File: src/rtl/swscan_pkg.sv
package swscan_pkg;

  typedef enum logic [1:0] {
    ST_IDLE  = 2'd0,
    ST_START = 2'd1,
    ST_SCAN  = 2'd2,
    ST_WAIT  = 2'd3
  } scan_st_t;

  localparam logic [1:0] ADR_RUN   = 2'd0;
  localparam logic [1:0] ADR_SETTL = 2'd1;
  localparam logic [1:0] ADR_HOLD  = 2'd2;
  localparam logic [1:0] ADR_POLL  = 2'd3;

endpackage

File: src/rtl/swscan_cfg.sv
module swscan_cfg
  import swscan_pkg::*;
#(
  parameter int CNT_W = 16
) (
  input  logic             clk,
  input  logic             rst_n,
  input  logic             cfg_wr,
  input  logic [1:0]       cfg_addr,
  input  logic [CNT_W-1:0] cfg_wdata,
  output logic             run,
  output logic [CNT_W-1:0] settle_cyc,
  output logic [CNT_W-1:0] hold_cyc,
  output logic [CNT_W-1:0] poll_cyc
);

  always_ff @(posedge clk or negedge rst_n) begin
    if (!rst_n) begin
      run        <= 1'b0;
      settle_cyc <= '0;
      hold_cyc   <= CNT_W'(1);
      poll_cyc   <= '0;
    end else if (cfg_wr) begin
      case (cfg_addr)
        ADR_RUN:   run        <= cfg_wdata[0];
        ADR_SETTL: settle_cyc <= cfg_wdata;
        ADR_HOLD:  hold_cyc   <= cfg_wdata;
        default:   poll_cyc   <= cfg_wdata;
      endcase
    end
  end

endmodule

File: src/rtl/swscan_seq.sv
module swscan_seq
  import swscan_pkg::*;
#(
  parameter int N_IN  = 24,
  parameter int CNT_W = 16,
  parameter int SEL_W = 5,
  parameter int IDX_W = 5
) (
  input  logic             clk,
  input  logic             rst_n,
  input  logic             run,
  input  logic [CNT_W-1:0] settle_cyc,
  input  logic [CNT_W-1:0] hold_cyc,
  input  logic [CNT_W-1:0] poll_cyc,
  input  logic [N_IN-1:0]  en_mask,
  input  logic             diff_now,
  output logic             ch_valid,
  output logic [SEL_W-1:0] ch_sel,
  output logic             samp_ev,
  output logic             set_ev
);

  localparam logic [IDX_W-1:0] NONE = IDX_W'(N_IN);

  // lowest enabled index at or above 'from', NONE if there is none
  function automatic logic [IDX_W-1:0] next_enabled(input logic [N_IN-1:0] m,
                                                    input logic [IDX_W-1:0] from);
    logic [IDX_W-1:0] r;
    r = NONE;
    for (int i = N_IN - 1; i >= 0; i--) begin
      if (m[i] && (i >= int'(from))) r = IDX_W'(i);
    end
    return r;
  endfunction

  // index of the sampling cycle within a hold; zero acts as one cycle
  function automatic logic [CNT_W-1:0] hold_last(input logic [CNT_W-1:0] c);
    return (c == '0) ? '0 : c - 1'b1;
  endfunction

  // next pass may start once start-to-start distance reaches the period
  function automatic logic period_done(input logic [CNT_W-1:0] p,
                                       input logic [CNT_W-1:0] per);
    return ({1'b0, p} + (CNT_W+1)'(1)) >= {1'b0, per};
  endfunction

  scan_st_t         st_q;
  logic [CNT_W-1:0] tmr_q, pcnt_q, pcnt_inc;
  logic [IDX_W-1:0] idx_q, nxt_idx, first_idx;
  logic             first_q, pchg_q;
  logic             empty_ev, boundary, last_ev, chg_now, pass_end;

  assign ch_valid  = (st_q == ST_SCAN) && (idx_q != NONE);
  assign ch_sel    = ch_valid ? idx_q[SEL_W-1:0] : '0;
  assign samp_ev   = ch_valid && (tmr_q >= hold_last(hold_cyc));
  assign empty_ev  = (st_q == ST_SCAN) && (idx_q == NONE);
  assign boundary  = samp_ev || empty_ev;
  assign nxt_idx   = next_enabled(en_mask, idx_q + 1'b1);
  assign first_idx = next_enabled(en_mask, '0);
  assign last_ev   = empty_ev || (samp_ev && (nxt_idx == NONE));
  assign chg_now   = samp_ev && !first_q && diff_now;
  assign pass_end  = last_ev && run;
  assign set_ev    = pass_end && (first_q || pchg_q || chg_now);
  assign pcnt_inc  = (&pcnt_q) ? pcnt_q : pcnt_q + 1'b1;

  always_ff @(posedge clk or negedge rst_n) begin
    if (!rst_n) begin
      st_q    <= ST_IDLE;
      tmr_q   <= '0;
      pcnt_q  <= '0;
      idx_q   <= NONE;
      first_q <= 1'b1;
      pchg_q  <= 1'b0;
    end else begin
      case (st_q)
        ST_IDLE: begin
          first_q <= 1'b1;
          if (run) begin
            st_q  <= ST_START;
            tmr_q <= '0;
          end
        end
        ST_START: begin
          if (!run) st_q <= ST_IDLE;
          else if (tmr_q >= settle_cyc) begin
            st_q   <= ST_SCAN;
            idx_q  <= first_idx;
            tmr_q  <= '0;
            pcnt_q <= '0;
            pchg_q <= 1'b0;
          end else tmr_q <= tmr_q + 1'b1;
        end
        ST_SCAN: begin
          if (!boundary) begin
            tmr_q  <= tmr_q + 1'b1;
            pcnt_q <= pcnt_inc;
          end else if (!run) begin
            st_q <= ST_IDLE;
          end else if (last_ev) begin
            first_q <= 1'b0;
            if (period_done(pcnt_q, poll_cyc)) begin
              idx_q  <= first_idx;
              tmr_q  <= '0;
              pcnt_q <= '0;
              pchg_q <= 1'b0;
            end else begin
              st_q   <= ST_WAIT;
              pcnt_q <= pcnt_inc;
            end
          end else begin
            idx_q  <= nxt_idx;
            tmr_q  <= '0;
            pcnt_q <= pcnt_inc;
            pchg_q <= pchg_q | chg_now;
          end
        end
        default: begin
          if (!run) st_q <= ST_IDLE;
          else if (period_done(pcnt_q, poll_cyc)) begin
            st_q   <= ST_SCAN;
            idx_q  <= first_idx;
            tmr_q  <= '0;
            pcnt_q <= '0;
            pchg_q <= 1'b0;
          end else pcnt_q <= pcnt_inc;
        end
      endcase
    end
  end

  AST_HOLD_SEL: assert property (@(posedge clk) disable iff (!rst_n)
    (ch_valid && !samp_ev) |=> (ch_valid && $stable(ch_sel)));

  AST_STOP_QUIET: assert property (@(posedge clk) disable iff (!rst_n)
    (!run && !ch_valid) |=> !ch_valid);

endmodule

File: src/rtl/swscan_stat.sv
module swscan_stat #(
  parameter int N_IN  = 24,
  parameter int SEL_W = 5
) (
  input  logic             clk,
  input  logic             rst_n,
  input  logic             samp_ev,
  input  logic [SEL_W-1:0] ch_sel,
  input  logic             cmp_in,
  output logic [N_IN-1:0]  status,
  output logic             diff_now
);

  assign diff_now = status[ch_sel] != cmp_in;

  always_ff @(posedge clk or negedge rst_n) begin
    if (!rst_n) status <= '0;
    else if (samp_ev) status[ch_sel] <= cmp_in;
  end

  AST_STATUS_HOLD: assert property (@(posedge clk) disable iff (!rst_n)
    !samp_ev |=> $stable(status));

endmodule

File: src/rtl/swscan_irq.sv
module swscan_irq (
  input  logic clk,
  input  logic rst_n,
  input  logic set_ev,
  input  logic stat_rd,
  output logic flag,
  output logic int_n
);

  always_ff @(posedge clk or negedge rst_n) begin
    if (!rst_n) flag <= 1'b0;
    else        flag <= set_ev | (flag & ~stat_rd);
  end

  assign int_n = ~flag;

  AST_RD_CLEAR: assert property (@(posedge clk) disable iff (!rst_n)
    (stat_rd && !set_ev) |=> (!flag && int_n));

  AST_RD_RACE: assert property (@(posedge clk) disable iff (!rst_n)
    set_ev |=> flag);

  AST_NO_SPURIOUS: assert property (@(posedge clk) disable iff (!rst_n)
    (!flag && !set_ev) |=> !flag);

endmodule

File: src/rtl/swscan_ctrl.sv
module swscan_ctrl
  import swscan_pkg::*;
#(
  parameter int N_IN  = 24,
  parameter int CNT_W = 16,
  localparam int SEL_W = $clog2(N_IN),
  localparam int IDX_W = $clog2(N_IN + 1)
) (
  input  logic             clk,
  input  logic             rst_n,
  input  logic             cfg_wr,
  input  logic [1:0]       cfg_addr,
  input  logic [CNT_W-1:0] cfg_wdata,
  input  logic [N_IN-1:0]  en_mask,
  input  logic             cmp_in,
  input  logic             stat_rd,
  output logic [SEL_W-1:0] ch_sel,
  output logic             ch_valid,
  output logic [N_IN-1:0]  sw_status,
  output logic             chg_flag,
  output logic             int_n
);

  logic             run;
  logic [CNT_W-1:0] settle_cyc, hold_cyc, poll_cyc;
  logic             samp_ev, set_ev, diff_now;

  swscan_cfg #(.CNT_W(CNT_W)) u_cfg (
    .clk(clk), .rst_n(rst_n), .cfg_wr(cfg_wr), .cfg_addr(cfg_addr),
    .cfg_wdata(cfg_wdata), .run(run), .settle_cyc(settle_cyc),
    .hold_cyc(hold_cyc), .poll_cyc(poll_cyc)
  );

  swscan_seq #(.N_IN(N_IN), .CNT_W(CNT_W), .SEL_W(SEL_W), .IDX_W(IDX_W)) u_seq (
    .clk(clk), .rst_n(rst_n), .run(run), .settle_cyc(settle_cyc),
    .hold_cyc(hold_cyc), .poll_cyc(poll_cyc), .en_mask(en_mask),
    .diff_now(diff_now), .ch_valid(ch_valid), .ch_sel(ch_sel),
    .samp_ev(samp_ev), .set_ev(set_ev)
  );

  swscan_stat #(.N_IN(N_IN), .SEL_W(SEL_W)) u_stat (
    .clk(clk), .rst_n(rst_n), .samp_ev(samp_ev), .ch_sel(ch_sel),
    .cmp_in(cmp_in), .status(sw_status), .diff_now(diff_now)
  );

  swscan_irq u_irq (
    .clk(clk), .rst_n(rst_n), .set_ev(set_ev), .stat_rd(stat_rd),
    .flag(chg_flag), .int_n(int_n)
  );

endmodule

File: config.mk
export PLATFORM = sky130hd
export DESIGN_NAME = swscan_ctrl
export DESIGN_NICKNAME = d
export VERILOG_FILES = /design/src/rtl/swscan_pkg.sv /design/src/rtl/swscan_cfg.sv /design/src/rtl/swscan_seq.sv /design/src/rtl/swscan_stat.sv /design/src/rtl/swscan_irq.sv /design/src/rtl/swscan_ctrl.sv
export SDC_FILE = /design/constraint.sdc
export NUM_CORES = 1
export LEC_CHECK = 0
export ABC_CLOCK_PERIOD_IN_PS = 3750
export BUFFER_PORTS_ARGS = -buffer_cell sky130_fd_sc_hd__buf_2
export CELL_PAD_IN_SITES_DETAIL_PLACEMENT = 1
export CELL_PAD_IN_SITES_GLOBAL_PLACEMENT = 2
export CORE_UTILIZATION = 34
export DETAILED_ROUTE_END_ITERATION = 8
export GPL_TIMING_DRIVEN = 0
export PLACE_DENSITY = 0.84
export SETUP_SLACK_MARGIN = 0.05
export SLEW_MARGIN = 20
export SYNTH_ARGS = -nofsm -noshare
export SYNTH_HDL_FRONTEND = slang
export SYNTH_SLANG_ARGS = --single-unit
File: constraint.sdc
create_clock -name clk -period 3.75 [get_ports clk]
set_input_delay 0.375 -clock clk [delete_from_list [all_inputs] [get_ports clk]]
set_output_delay 0.375 -clock clk [all_outputs]
set_load 0.005 [all_outputs]
==> results.yml <==
outcome:
  status: "complete, but fails checks"
  violations: "setup timing"
die:
  fp.dieW_um: 164
  core.rowCount: 58
  dieArea_sq_um: 26900
  start_util_pct: 35.0
  core_sq_um: 25500
  pin_count: 79
  die_h_um: 164
pwr:
  pwr-share-comb_pct: 52.6
  p_seq_share_pct: 23.4
  power-per-cell-area_nw_per_um2: 618
  p_int_uw: 4000
  power.share.switching_pct: 44.2
  peakVddDrop_uv: 412
  p_leak_uw: 0.00522
  clockPowerShare_pct: 24.0
  power.switching_uw: 3160
finish:
  drive_gt1_share_pct: 33.3
  seq_area_sq_um: 2890
  layout_commonest_cell: "dfrtp_1"
  syn_to_final_growth_pct: 30.0
  multi_input_area_sq_um: 6300
  nFillCells: 2949
  layout_common_cells: "dfrtp_1 (107), buf_2 (88), nand2_1 (75), inv_1 (64)"
  fin_area_sq_um: 11600
  diodes: 0
  nets: 1258
  stdcell_count: 1495
timing:
  max_freq_ghz: 0.231
  hold_ws_ns: 0.208
  period_needed_ns: 4.32
  slew_headroom_pct: 47.0
  skew_ns: 0.0115
  rsz0062_at_grt: "yes"
  worstMarginPinSlew_ns: 0.788
  hold_viol: 0
  setup_ws_ns: -0.570
  slew_violations: 0
  period_share_pct: 115
  setup_viol: 65
worst_hold_path:
  hold_class: "in2reg"
  hold_depth: 2
logic_synthesis:
  netlist_area_sq_um: 8920
  synth_top_area_cell: "dfrtp_1"
  synth-edff-count: 0
  synthesis.nets: 1112
  synth-seq-cells: 115
  seq_area_frac_synth_pct: 32.3
  yosys.cell_types.count: 91
  syn_avg_cell_area_sq_um: 8.86
  ys_warn_count: 0
  ys_top_cells_by_area: "dfrtp_1 (31%), mux2_2 (9.3%), ha_1 (8.3%)"
  synth_top_area_share_pct: 31.2
  synth_cells: 1006
  synthFlopType: "dfrtp_1"
  async_flop_share_pct: 100
global_route:
  grt-ovfl-total: 0
  grt_pass1_vias: 9268
  grt_util_met1_pct: 31.8
  grt_pass1_wl_um: 51000
  track_usage_pct: 24.6
  grt_max_degree: 70
  gr-max-usage-layer: "met2"
  grt_use_met3_pct: 3.33
  met2_usage_pct: 42.0
  antenna_found_initial: 0
clock_tree:
  cts_sinks: 115
  clk_path_buf_depth: 2
  htree_levels: 4
  numCtsBuffers: 17
  clkTransAtPathRegs_ns: 0.06
  insertion_delay_ns: 0.43
  cts_tree: "done"
  ctsRootBufferMaster: "clkbuf_16"
setup_path:
  critPathKind: "reg2reg"
  worstPathRequired_ns: 4.06
  worstPathArrival_ns: 4.63
  crit_fanout: 8
  end_kind: "flip-flop"
  start_kind: "flip-flop"
  worst-r2r-cell-count: 18
placement:
  dpl.hpwl_um: 22900
  placed_cell_area_sq_um: 9910
  portBuffers: 78
  place.gp.congestion: 0.856
  placedCellCount: 1415
drt:
  antenna_left: 0
  drc: 0
  vias_per_cell: 5.88
  vias: 8794
  wl_um: 32500
  dr.pass1.iters: 8
  drt_iter0_markers: 528
  wire_per_inst_um: 21.7
run:
  max_cap_viol_count: 0
[layer usage]
metal,vias to the layer above,wire length (um)
li1,4047,-
met1,4479,14300
met2,210,16200
met3,58,1170
met4,0,722
met5,-,0
[through the flow]
stage / setup TNS, ns / util [%] / worst slack [ns] / total power (uW)
6_report: -23.65 / 45.5 / -0.570 / 7160
5_1_grt: -36.74 / 45.5 / -0.785 / 7570
4_1_cts: -19.79 / 44.2 / -0.510 / 6850
3_5_place_dp: -38.81 / 38.9 / -1.00 / 4710
3_3_place_gp: -35.02 / 38.8 / -0.954 / 4650
2_1_floorplan: -1.57 / - / -0.144 / 3780
[flip-flops by register name, summed over array words and instances, names as in the netlist, 2 cells and up]
signal	count
u_seq.pcnt_q	16
u_cfg.settle_cyc	16
u_cfg.poll_cyc	16
u_seq.st_q	2
u_seq.idx_q	5
u_seq.tmr_q	16
u_cfg.hold_cyc	16
u_stat.status	24
[power groups by stage]
stage                     sequential, uW  clock [uW]  combinational (uW)
after floorplan                     1610           0                2180
after global placement              1660           0                2990
after detailed placement            1670           0                3040
after CTS                           1660        1740                3450
after global routing                1700        1800                4070
final                               1680        1720                3770
[worst max-delay path, cell delays in order (launching register included)]
cell      delay [ns]
dfrtp_2         0.43
nor4_4          0.31
nand2b_1        0.13
nor2_2          0.16
nand3_2         0.12
or3_4           0.44
nor3_4          0.13
a21oi_2         0.06
ha_1            0.33
and2_4          0.18
a221oi_4        0.29
nand3_2         0.17
o31a_1          0.31
o31a_1          0.29
or3_4           0.36
buf_6           0.16
a21oi_4         0.13
buf_12          0.14
nor2_1          0.05
[synth_stat cells, drive strengths merged (16+ instances only)]
library cell / number
dfrtp: 111
nand2: 90
mux2: 74
inv: 65
nor2: 64
o21ai: 63
ha: 59
a21oi: 48
nor3: 34
nand3: 33
a21o: 23
clkbuf: 23
nand4: 23
a31oi: 20
buf: 18
nor4: 18
xnor2: 18
xor2: 17
and3: 16
[final timing paths]
path | slack (ns) | start | endpoint
max | -0.57 | u_cfg.hold_cyc[6]$_DFFE_PN0P_ | u_seq.pcnt_q[11]$_DFFE_PN0P_
min | 0.21 | cfg_wdata[4] | u_cfg.settle_cyc[4]$_DFFE_PN0P_
max reg2reg | -0.57 | u_cfg.hold_cyc[6]$_DFFE_PN0P_ | u_seq.pcnt_q[11]$_DFFE_PN0P_
min reg2reg | 0.50 | u_cfg.settle_cyc[12]$_DFFE_PN0P_ | u_cfg.settle_cyc[12]$_DFFE_PN0P_
max in group asynchronous | 2.52 | rst_n | u_seq.idx_q[3]$_DFFE_PN1P_
min in group asynchronous | 0.44 | rst_n | u_cfg.settle_cyc[6]$_DFFE_PN0P_
[logic make-up after synthesis]
group	after synthesis	synth area share (%)
buf+inv	107	4.83
mux	80	10.3
xor+xnor	35	3.52
compound gates	270	21.6
flops	115	32.3
simple gates	340	19.2
fa+ha+maj	59	8.28
[cell type report]
cell class | count | share of cell area [%]
clock buffer | 18 | 3.70
inverter | 66 | 2.14
sequential | 115 | 24.9
multi-input combinational | 784 | 54.4
tap | 330 | 3.56
timing repair buffer | 129 | 7.63
buffer | 39 | 2.15
clock inverter | 14 | 1.53
[what timing repair did]
item	in CTS	in global routing
hold buffers	1	0
pin swaps	26	25
hold endpoints to repair	46	0
cloned	2	0
buffers inserted	39	11
resized for setup	108	58
endpoints found under the setup margin	71	69
Power figures use the tool's default switching activity.
